--- config.mk ---
export PLATFORM = sky130hd
export DESIGN_NAME = dma_rx_block_ctrl
export DESIGN_NICKNAME = d
export VERILOG_FILES = /design/src/rtl/dma_rx_pkg.sv /design/src/rtl/dma_rx_req_arbiter.sv /design/src/rtl/dma_rx_handshake_fsm.sv /design/src/rtl/dma_rx_header_filter.sv /design/src/rtl/dma_rx_block_ctrl.sv
export SDC_FILE = /design/constraint.sdc
export NUM_CORES = 1
export LEC_CHECK = 0
export BUFFER_PORTS_ARGS = -buffer_cell sky130_fd_sc_hd__buf_2
export CAP_MARGIN = 20
export CORE_UTILIZATION = 45
export CTS_CLUSTER_DIAMETER = 60
export DETAILED_ROUTE_END_ITERATION = 8
export PLACE_DENSITY = 0.75
export SLEW_MARGIN = 30
export SYNTH_ARGS = -nofsm -noshare
export SYNTH_HDL_FRONTEND = slang
export SYNTH_SLANG_ARGS = --single-unit
export TNS_END_PERCENT = 50
--- constraint.sdc ---
create_clock -name clk -period 1.58 [get_ports clk]
set_input_delay 0.316 -clock clk [delete_from_list [all_inputs] [get_ports clk]]
set_output_delay 0.316 -clock clk [all_outputs]
set_load 0.02 [all_outputs]
--- src/rtl/dma_rx_pkg.sv ---
// Package: shared types and constants for the receive-block controller.
// Assumes a 32-bit marker is wide enough for any DATA_W used at the top.
package dma_rx_pkg;

    // Controller phases: waiting, turnaround after grant, sampling a block.
    typedef enum logic [1:0] {
        ST_IDLE    = 2'd0,
        ST_TURN    = 2'd1,
        ST_CAPTURE = 2'd2
    } rx_state_e;

    // Default header marker and header length in words.
    localparam logic [31:0] DEF_MAGIC = 32'h1234_1234;
    localparam int          HDR_WORDS = 4;
    localparam int          HDR_IDX_MAGIC = 0;
    localparam int          HDR_IDX_STAMP = 1;

endpackage

--- src/rtl/dma_rx_req_arbiter.sv ---
// Module: fixed-priority request picker.
// Picks the lowest-index channel whose active-low request is low.
// Reports a start only while the global enable is high.
// Purely combinational; assumes the requests are synchronous to the bus clock.
module dma_rx_req_arbiter #(
    parameter int NUM_CH = 2
) (
    input  logic [NUM_CH-1:0] req_n,
    input  logic              enable,
    output logic              start,
    output logic [NUM_CH-1:0] grant
);

    logic hit;

    // Scan from channel 0 upwards; the first active request wins.
    always_comb begin
        hit   = 1'b0;
        grant = '0;
        for (int i = 0; i < NUM_CH; i++) begin
            if (!req_n[i] && !hit) begin
                grant[i] = 1'b1;
                hit      = 1'b1;
            end
        end
        start = enable && hit;
    end

endmodule

--- src/rtl/dma_rx_handshake_fsm.sv ---
// Module: handshake and block sequencer.
// Issues a one-cycle acknowledge, waits the fixed turnaround, then walks a word
// index over exactly BLOCK_WORDS sampling edges. The host must present word 0
// TURNAROUND edges after the edge at which it sees the acknowledge.
// Requests are not looked at outside the idle phase.
module dma_rx_handshake_fsm
    import dma_rx_pkg::*;
#(
    parameter int NUM_CH      = 2,
    parameter int BLOCK_WORDS = 512,
    parameter int TURNAROUND  = 2,
    parameter int IDX_W       = $clog2(BLOCK_WORDS)
) (
    input  logic              clk,
    input  logic              rst_n,
    input  logic              start,
    input  logic [NUM_CH-1:0] grant,
    output logic [NUM_CH-1:0] ack,
    output rx_state_e         state,
    output logic [IDX_W-1:0]  word_idx,
    output logic              launch,
    output logic              word_en
);

    localparam int               TCW       = $clog2(TURNAROUND + 2);
    localparam logic [TCW-1:0]   TURN_LAST = TCW'(TURNAROUND);
    localparam logic [IDX_W-1:0] LAST_IDX  = IDX_W'(BLOCK_WORDS - 1);

    logic [TCW-1:0] tcnt;

    assign launch  = (state == ST_IDLE) && start;
    assign word_en = (state == ST_CAPTURE);

    // Phase register, acknowledge pulse, turnaround and word counters.
    always_ff @(posedge clk) begin
        if (!rst_n) begin
            state    <= ST_IDLE;
            ack      <= '0;
            tcnt     <= '0;
            word_idx <= '0;
        end else begin
            ack <= '0;
            case (state)
                ST_IDLE: begin
                    if (start) begin
                        ack   <= grant;
                        state <= ST_TURN;
                        tcnt  <= '0;
                    end
                end
                ST_TURN: begin
                    if (tcnt == TURN_LAST) begin
                        state    <= ST_CAPTURE;
                        word_idx <= '0;
                    end else begin
                        tcnt <= tcnt + 1'b1;
                    end
                end
                ST_CAPTURE: begin
                    word_idx <= word_idx + 1'b1;
                    if (word_idx == LAST_IDX) begin
                        state <= ST_IDLE;
                    end
                end
                default: state <= ST_IDLE;
            endcase
        end
    end

    AST_ACK_SINGLE_CYCLE: assert property (@(posedge clk) disable iff (!rst_n)
        (|ack) |=> (ack == '0));

    AST_BLOCK_RUNS_TO_END: assert property (@(posedge clk) disable iff (!rst_n)
        (state == ST_CAPTURE && word_idx != LAST_IDX) |=> (state == ST_CAPTURE));

    AST_NO_ACK_MID_BLOCK: assert property (@(posedge clk) disable iff (!rst_n)
        (state == ST_CAPTURE) |=> (ack == '0));

endmodule

--- src/rtl/dma_rx_header_filter.sv ---
// Module: header stripper and payload forwarder.
// Latches the metadata mode at each grant. In metadata mode it checks header
// word 0 against the marker, captures the timestamp from word 1 and drops
// words 0..3. It forwards the rest unless the marker was wrong.
// Assumes word_en and word_idx come from the sequencer, one sampled word per cycle.
module dma_rx_header_filter
    import dma_rx_pkg::*;
#(
    parameter int          DATA_W = 32,
    parameter int          IDX_W  = 9,
    parameter logic [31:0] MAGIC  = DEF_MAGIC
) (
    input  logic              clk,
    input  logic              rst_n,
    input  logic              launch,
    input  logic              meta_en,
    input  logic              word_en,
    input  logic [IDX_W-1:0]  word_idx,
    input  logic [DATA_W-1:0] bus_data,
    output logic [DATA_W-1:0] pay_data,
    output logic              pay_valid,
    output logic [DATA_W-1:0] stamp,
    output logic              stamp_valid,
    output logic              hdr_err
);

    localparam logic [IDX_W-1:0]  HDR_END   = IDX_W'(HDR_WORDS);
    localparam logic [IDX_W-1:0]  IDX_MAGIC = IDX_W'(HDR_IDX_MAGIC);
    localparam logic [IDX_W-1:0]  IDX_STAMP = IDX_W'(HDR_IDX_STAMP);
    localparam logic [DATA_W-1:0] MAGIC_W   = DATA_W'(MAGIC);

    logic meta_q;
    logic bad_q;
    logic in_hdr;

    assign in_hdr = meta_q && (word_idx < HDR_END);

    // Per-block mode latch and bad-marker flag, both renewed at each grant.
    always_ff @(posedge clk) begin
        if (!rst_n) begin
            meta_q <= 1'b0;
            bad_q  <= 1'b0;
        end else if (launch) begin
            meta_q <= meta_en;
            bad_q  <= 1'b0;
        end else if (word_en && in_hdr && word_idx == IDX_MAGIC && bus_data != MAGIC_W) begin
            bad_q <= 1'b1;
        end
    end

    // Sticky header error, cleared only by reset.
    always_ff @(posedge clk) begin
        if (!rst_n) begin
            hdr_err <= 1'b0;
        end else if (word_en && in_hdr && word_idx == IDX_MAGIC && bus_data != MAGIC_W) begin
            hdr_err <= 1'b1;
        end
    end

    // Timestamp capture from a header whose marker matched.
    always_ff @(posedge clk) begin
        if (!rst_n) begin
            stamp       <= '0;
            stamp_valid <= 1'b0;
        end else begin
            stamp_valid <= 1'b0;
            if (word_en && in_hdr && word_idx == IDX_STAMP && !bad_q) begin
                stamp       <= bus_data;
                stamp_valid <= 1'b1;
            end
        end
    end

    // Payload forwarding for every non-header word of a good block.
    always_ff @(posedge clk) begin
        if (!rst_n) begin
            pay_data  <= '0;
            pay_valid <= 1'b0;
        end else begin
            pay_valid <= 1'b0;
            if (word_en && !in_hdr && !bad_q) begin
                pay_data  <= bus_data;
                pay_valid <= 1'b1;
            end
        end
    end

    AST_HDR_ERR_STICKY: assert property (@(posedge clk) disable iff (!rst_n)
        hdr_err |=> hdr_err);

    AST_STAMP_ONE_PULSE: assert property (@(posedge clk) disable iff (!rst_n)
        stamp_valid |=> !stamp_valid);

    AST_PAY_ONLY_FROM_BLOCK: assert property (@(posedge clk) disable iff (!rst_n)
        pay_valid |-> $past(word_en));

    AST_NO_PAY_AFTER_BAD: assert property (@(posedge clk) disable iff (!rst_n)
        (bad_q && !launch) |=> !pay_valid);

endmodule

--- src/rtl/dma_rx_block_ctrl.sv ---
// Module: top of the parallel DMA receive-block controller.
// Connects the request picker, the handshake sequencer and the header filter.
// Assumes every input is synchronous to clk and that the host keeps to the
// turnaround set by TURNAROUND.
module dma_rx_block_ctrl
    import dma_rx_pkg::*;
#(
    parameter int          NUM_CH      = 2,
    parameter int          DATA_W      = 32,
    parameter int          BLOCK_WORDS = 512,
    parameter int          TURNAROUND  = 2,
    parameter logic [31:0] MAGIC       = DEF_MAGIC
) (
    input  logic              clk,
    input  logic              rst_n,
    input  logic              xfer_en,
    input  logic              meta_en,
    input  logic [NUM_CH-1:0] req_n,
    input  logic [DATA_W-1:0] bus_data,
    output logic [NUM_CH-1:0] ack,
    output logic [DATA_W-1:0] pay_data,
    output logic              pay_valid,
    output logic [DATA_W-1:0] stamp,
    output logic              stamp_valid,
    output logic              hdr_err
);

    localparam int IDX_W = $clog2(BLOCK_WORDS);

    logic              start;
    logic [NUM_CH-1:0] grant;
    rx_state_e         state;
    logic [IDX_W-1:0]  word_idx;
    logic              launch;
    logic              word_en;

    dma_rx_req_arbiter #(
        .NUM_CH (NUM_CH)
    ) arb_i (
        .req_n  (req_n),
        .enable (xfer_en),
        .start  (start),
        .grant  (grant)
    );

    dma_rx_handshake_fsm #(
        .NUM_CH      (NUM_CH),
        .BLOCK_WORDS (BLOCK_WORDS),
        .TURNAROUND  (TURNAROUND),
        .IDX_W       (IDX_W)
    ) fsm_i (
        .clk      (clk),
        .rst_n    (rst_n),
        .start    (start),
        .grant    (grant),
        .ack      (ack),
        .state    (state),
        .word_idx (word_idx),
        .launch   (launch),
        .word_en  (word_en)
    );

    dma_rx_header_filter #(
        .DATA_W (DATA_W),
        .IDX_W  (IDX_W),
        .MAGIC  (MAGIC)
    ) flt_i (
        .clk         (clk),
        .rst_n       (rst_n),
        .launch      (launch),
        .meta_en     (meta_en),
        .word_en     (word_en),
        .word_idx    (word_idx),
        .bus_data    (bus_data),
        .pay_data    (pay_data),
        .pay_valid   (pay_valid),
        .stamp       (stamp),
        .stamp_valid (stamp_valid),
        .hdr_err     (hdr_err)
    );

    AST_ACK_ONE_HOT: assert property (@(posedge clk) disable iff (!rst_n)
        $onehot0(ack));

    AST_ACK_NEEDS_ENABLE: assert property (@(posedge clk) disable iff (!rst_n)
        (|ack) |-> $past(xfer_en));

    AST_ACK_FOLLOWS_REQ: assert property (@(posedge clk) disable iff (!rst_n)
        (|ack) |-> ((ack & ~$past(req_n)) == ack));

    AST_PAY_NOT_IN_TURN: assert property (@(posedge clk) disable iff (!rst_n)
        (state == ST_TURN) |=> !pay_valid);

endmodule

==> reports/metrics.cfg <==
[synth]
ys.flop_type=dfxtp_1
syn-mean-instance-area_um2=10.42
synth.ff_latch_count=84
synthArstFlopShare=0
synth_fp_nets=363
ys_seq_area_frac=0.5041
ys_warn_count=0
yosys-top-cells-area=dfxtp_1 (50%), mux2i_1 (20%), nor2_1 (8.9%)
yosysTopAreaCell=dfxtp_1
syn-cell-area_um2=3336
syn_inst=320
synth.distinct_cells=41
synth-edff-count=0
synth_top_area_share=0.5041

[floorplan]
dieArea_um2=7761
ioPinCount=107
fp.coreArea_um2=7214
start_util=0.4624
die_h_um=88.10
rows=31
chipWidth_um=88.10

[routing]
vias_per_cell=4.934
vias=2704
routed_wl_um=7457
ant_nets=0
wl_per_cell_um=13.61
drc=0
detailedRoute.firstIterationViolations=91
dr.pass1.iters=4

[power_and_ir_drop]
clock_power_share=0.418
power.total_mw=4.018
pwr-share-comb=0.050
peakVddDrop_v=0.0008823
p_int_mw=3.119
p_switching_uw=898.9
p_sw_frac=0.2237
power.share.sequential=0.532
power_density_nw_per_um2=920.5
power.leakage_nw=2.158

[sta]
skew_ns=0.008436
fmax_mhz=655.3
setup_viol=0
worst_slew_pin_slew_ns=0.4405
maxSlewHeadroom=0.7026
worst_slack_ns=0.05395
fin_crit_sh=0.9659
period_needed_ns=1.526
finalHoldViolations=0
maxSlewViolCount=0

[placed_design]
dpl_worst_slack_ns=-0.1284
place.gp.congestion=0.8068
port_buffers=106
dp_hpwl_um=5354
dpl-instance-area_um2=4069

[grt]
grt_pass1_vias=2618
grt_max_degree=33
globalRouteOverflowTotal=0
grt_pass1_wl_um=11740
gr-usage-all-layers=0.1956
antenna_found_initial=0

[setup_path]
crit_type=register to register
critPathCaptureType=register
crit_chain=ha_2 > nand2_1 > nor2_2 > and3_1 > ha_1 > a22oi_1 > nor2_1
cpLargestDelayFamily=simple AND/OR/NAND/NOR gates
cp.arrival_ns=1.77
worst-path-buf-inv=0
cp.required_ns=1.82
r2r_cells=7
critPathMaxStageDelay_ns=0.36
slowest_stage=dfxtp_2
cp_num_cells=7
crit_path_start_kind=register
crit_path_max_fanout=4

[hold_path]
hold_class=input pin to register
min_path_cells=2

[finish]
fin_nets=487
area_growth_pct=30.87
final_area_um2=4365
antenna_cells=0
drive_gt1_frac=0.3608

[clocking]
clockBufferDepth=2
cts_tree=yes
clk_pin_slew_ns=0.08
cts_sinks=84
clock_latency_ns=0.35
cts-root-buf=clkbuf_8
cts_buffers=9
ctsHtreeMaxLevel=3

[outcome]
run_status=finished clean

[flow_run]
max_cap_violations=0

## timing repair
item | 4_1_cts | 5_1_grt
setup endpoints to repair | 3 | 47
buffers inserted | 0 | 3
resized for setup | 2 | 6
pin swaps | 0 | 1
cloned | 0 | 1
hold buffers | 0 | 0
## area by class of cell
| type | count | area, um^2 |
|---|---|---|
| fillers | 653 | 2849 |
| flip-flops and latches | 84 | 1688 |
| multi-input cells | 214 | 1509 |
| repair buffers | 130 | 803.3 |
| clock buffers | 9 | 123.9 |
| well taps | 99 | 123.9 |
| clock inverters | 7 | 98.84 |
| inverters | 5 | 18.77 |
## synth_stat cells, types with 3 or more instances
cell	n
buf_12	3
o311ai_0	3
and3_1	3
inv_1	4
mux2i_1	65
nor4b_1	5
nand4_1	3
ha_1	5
buf_6	4
nand3_1	3
clkbuf_1	8
o21ai_0	3
nand2_1	8
dfxtp_1	84
nor2_1	79
a21oi_1	7
## metrics by stage
step           hold WS [ns]  std cells    util  setup TNS, ns
5_1_grt              0.1314        548  0.6051       -0.06815
6_report             0.1417        548  0.6051              0
4_1_cts              0.1289        544  0.5952              0
3_5_place_dp         0.4778        528  0.5640        -0.1860
3_3_place_gp         0.4647        528  0.5640       -0.02548
2_1_floorplan        0.3927        320       -              0
## routing by layer
layer  vias up  share of wire  track usage
li1       1349              -            -
met1      1274           0.44       0.2398
met2        69           0.48       0.3228
met3        12          0.059      0.06598
met4         0          0.015      0.06598
met5         -              0            0
## flip-flops by register name (all words and copies together), names as in the netlist
| name | cells |
|---|---|
| flt_i.stamp | 32 |
| flt_i.bad_q | 1 |
| flt_i.pay_valid | 1 |
| fsm_i.state | 2 |
| flt_i.pay_data | 32 |
| fsm_i.word_idx | 9 |
| fsm_i.tcnt | 2 |
| flt_i.stamp_valid | 1 |
| flt_i.meta_q | 1 |
| fsm_i.ack | 2 |
| flt_i.hdr_err | 1 |
## power by group through the flow
stage                     logic [mW]  registers (mW)  clock network [mW]
after detailed placement       0.194            2.19                   0
after global placement         0.191            2.19                   0
after floorplan               0.0770            2.19                   0
final                          0.201            2.14                1.68
after CTS                      0.195            2.14                1.72
after global routing           0.219            2.14                1.82
## cells in the final DEF, fill, tap and decap left out, types with 3 or more instances in the layout
cell type,instances
a21oi_1,7
and3_1,3
buf_12,6
buf_2,106
buf_4,17
clkbuf_8,9
dfxtp_1,79
dfxtp_2,5
ha_1,4
inv_1,4
mux2i_1,65
nand2_1,8
nand3_1,3
nand4_1,3
nor2_1,78
nor4b_1,5
o21ai_0,3
o311ai_0,3
## path summary, 6_finish.rpt
check / from / end / slack, ns
hold reg to reg: flt_i.stamp[19] / flt_i.stamp[19] / 0.50
setup / recovery: fsm_i.word_idx[1] / fsm_i.word_idx[8] / 0.05
setup reg to reg: fsm_i.word_idx[1] / fsm_i.word_idx[8] / 0.05
hold / removal: req_n[1] / fsm_i.ack[1] / 0.14
## worst register-to-register path, cell delays in order, from the launching register on
cell,delay [ns]
dfxtp_2,0.36
ha_2,0.19
nand2_1,0.10
nor2_2,0.15
and3_1,0.17
ha_1,0.22
a22oi_1,0.17
nor2_1,0.06
## logic make-up after synthesis
group / synth area share
buf+inv: 0.04914
simple gates: 0.1849
compound gates: 0.04801
fa+ha+maj: 0.01875
mux: 0.1950
flops: 0.5041
No activity file was read; power rests on OpenSTA's default activity.
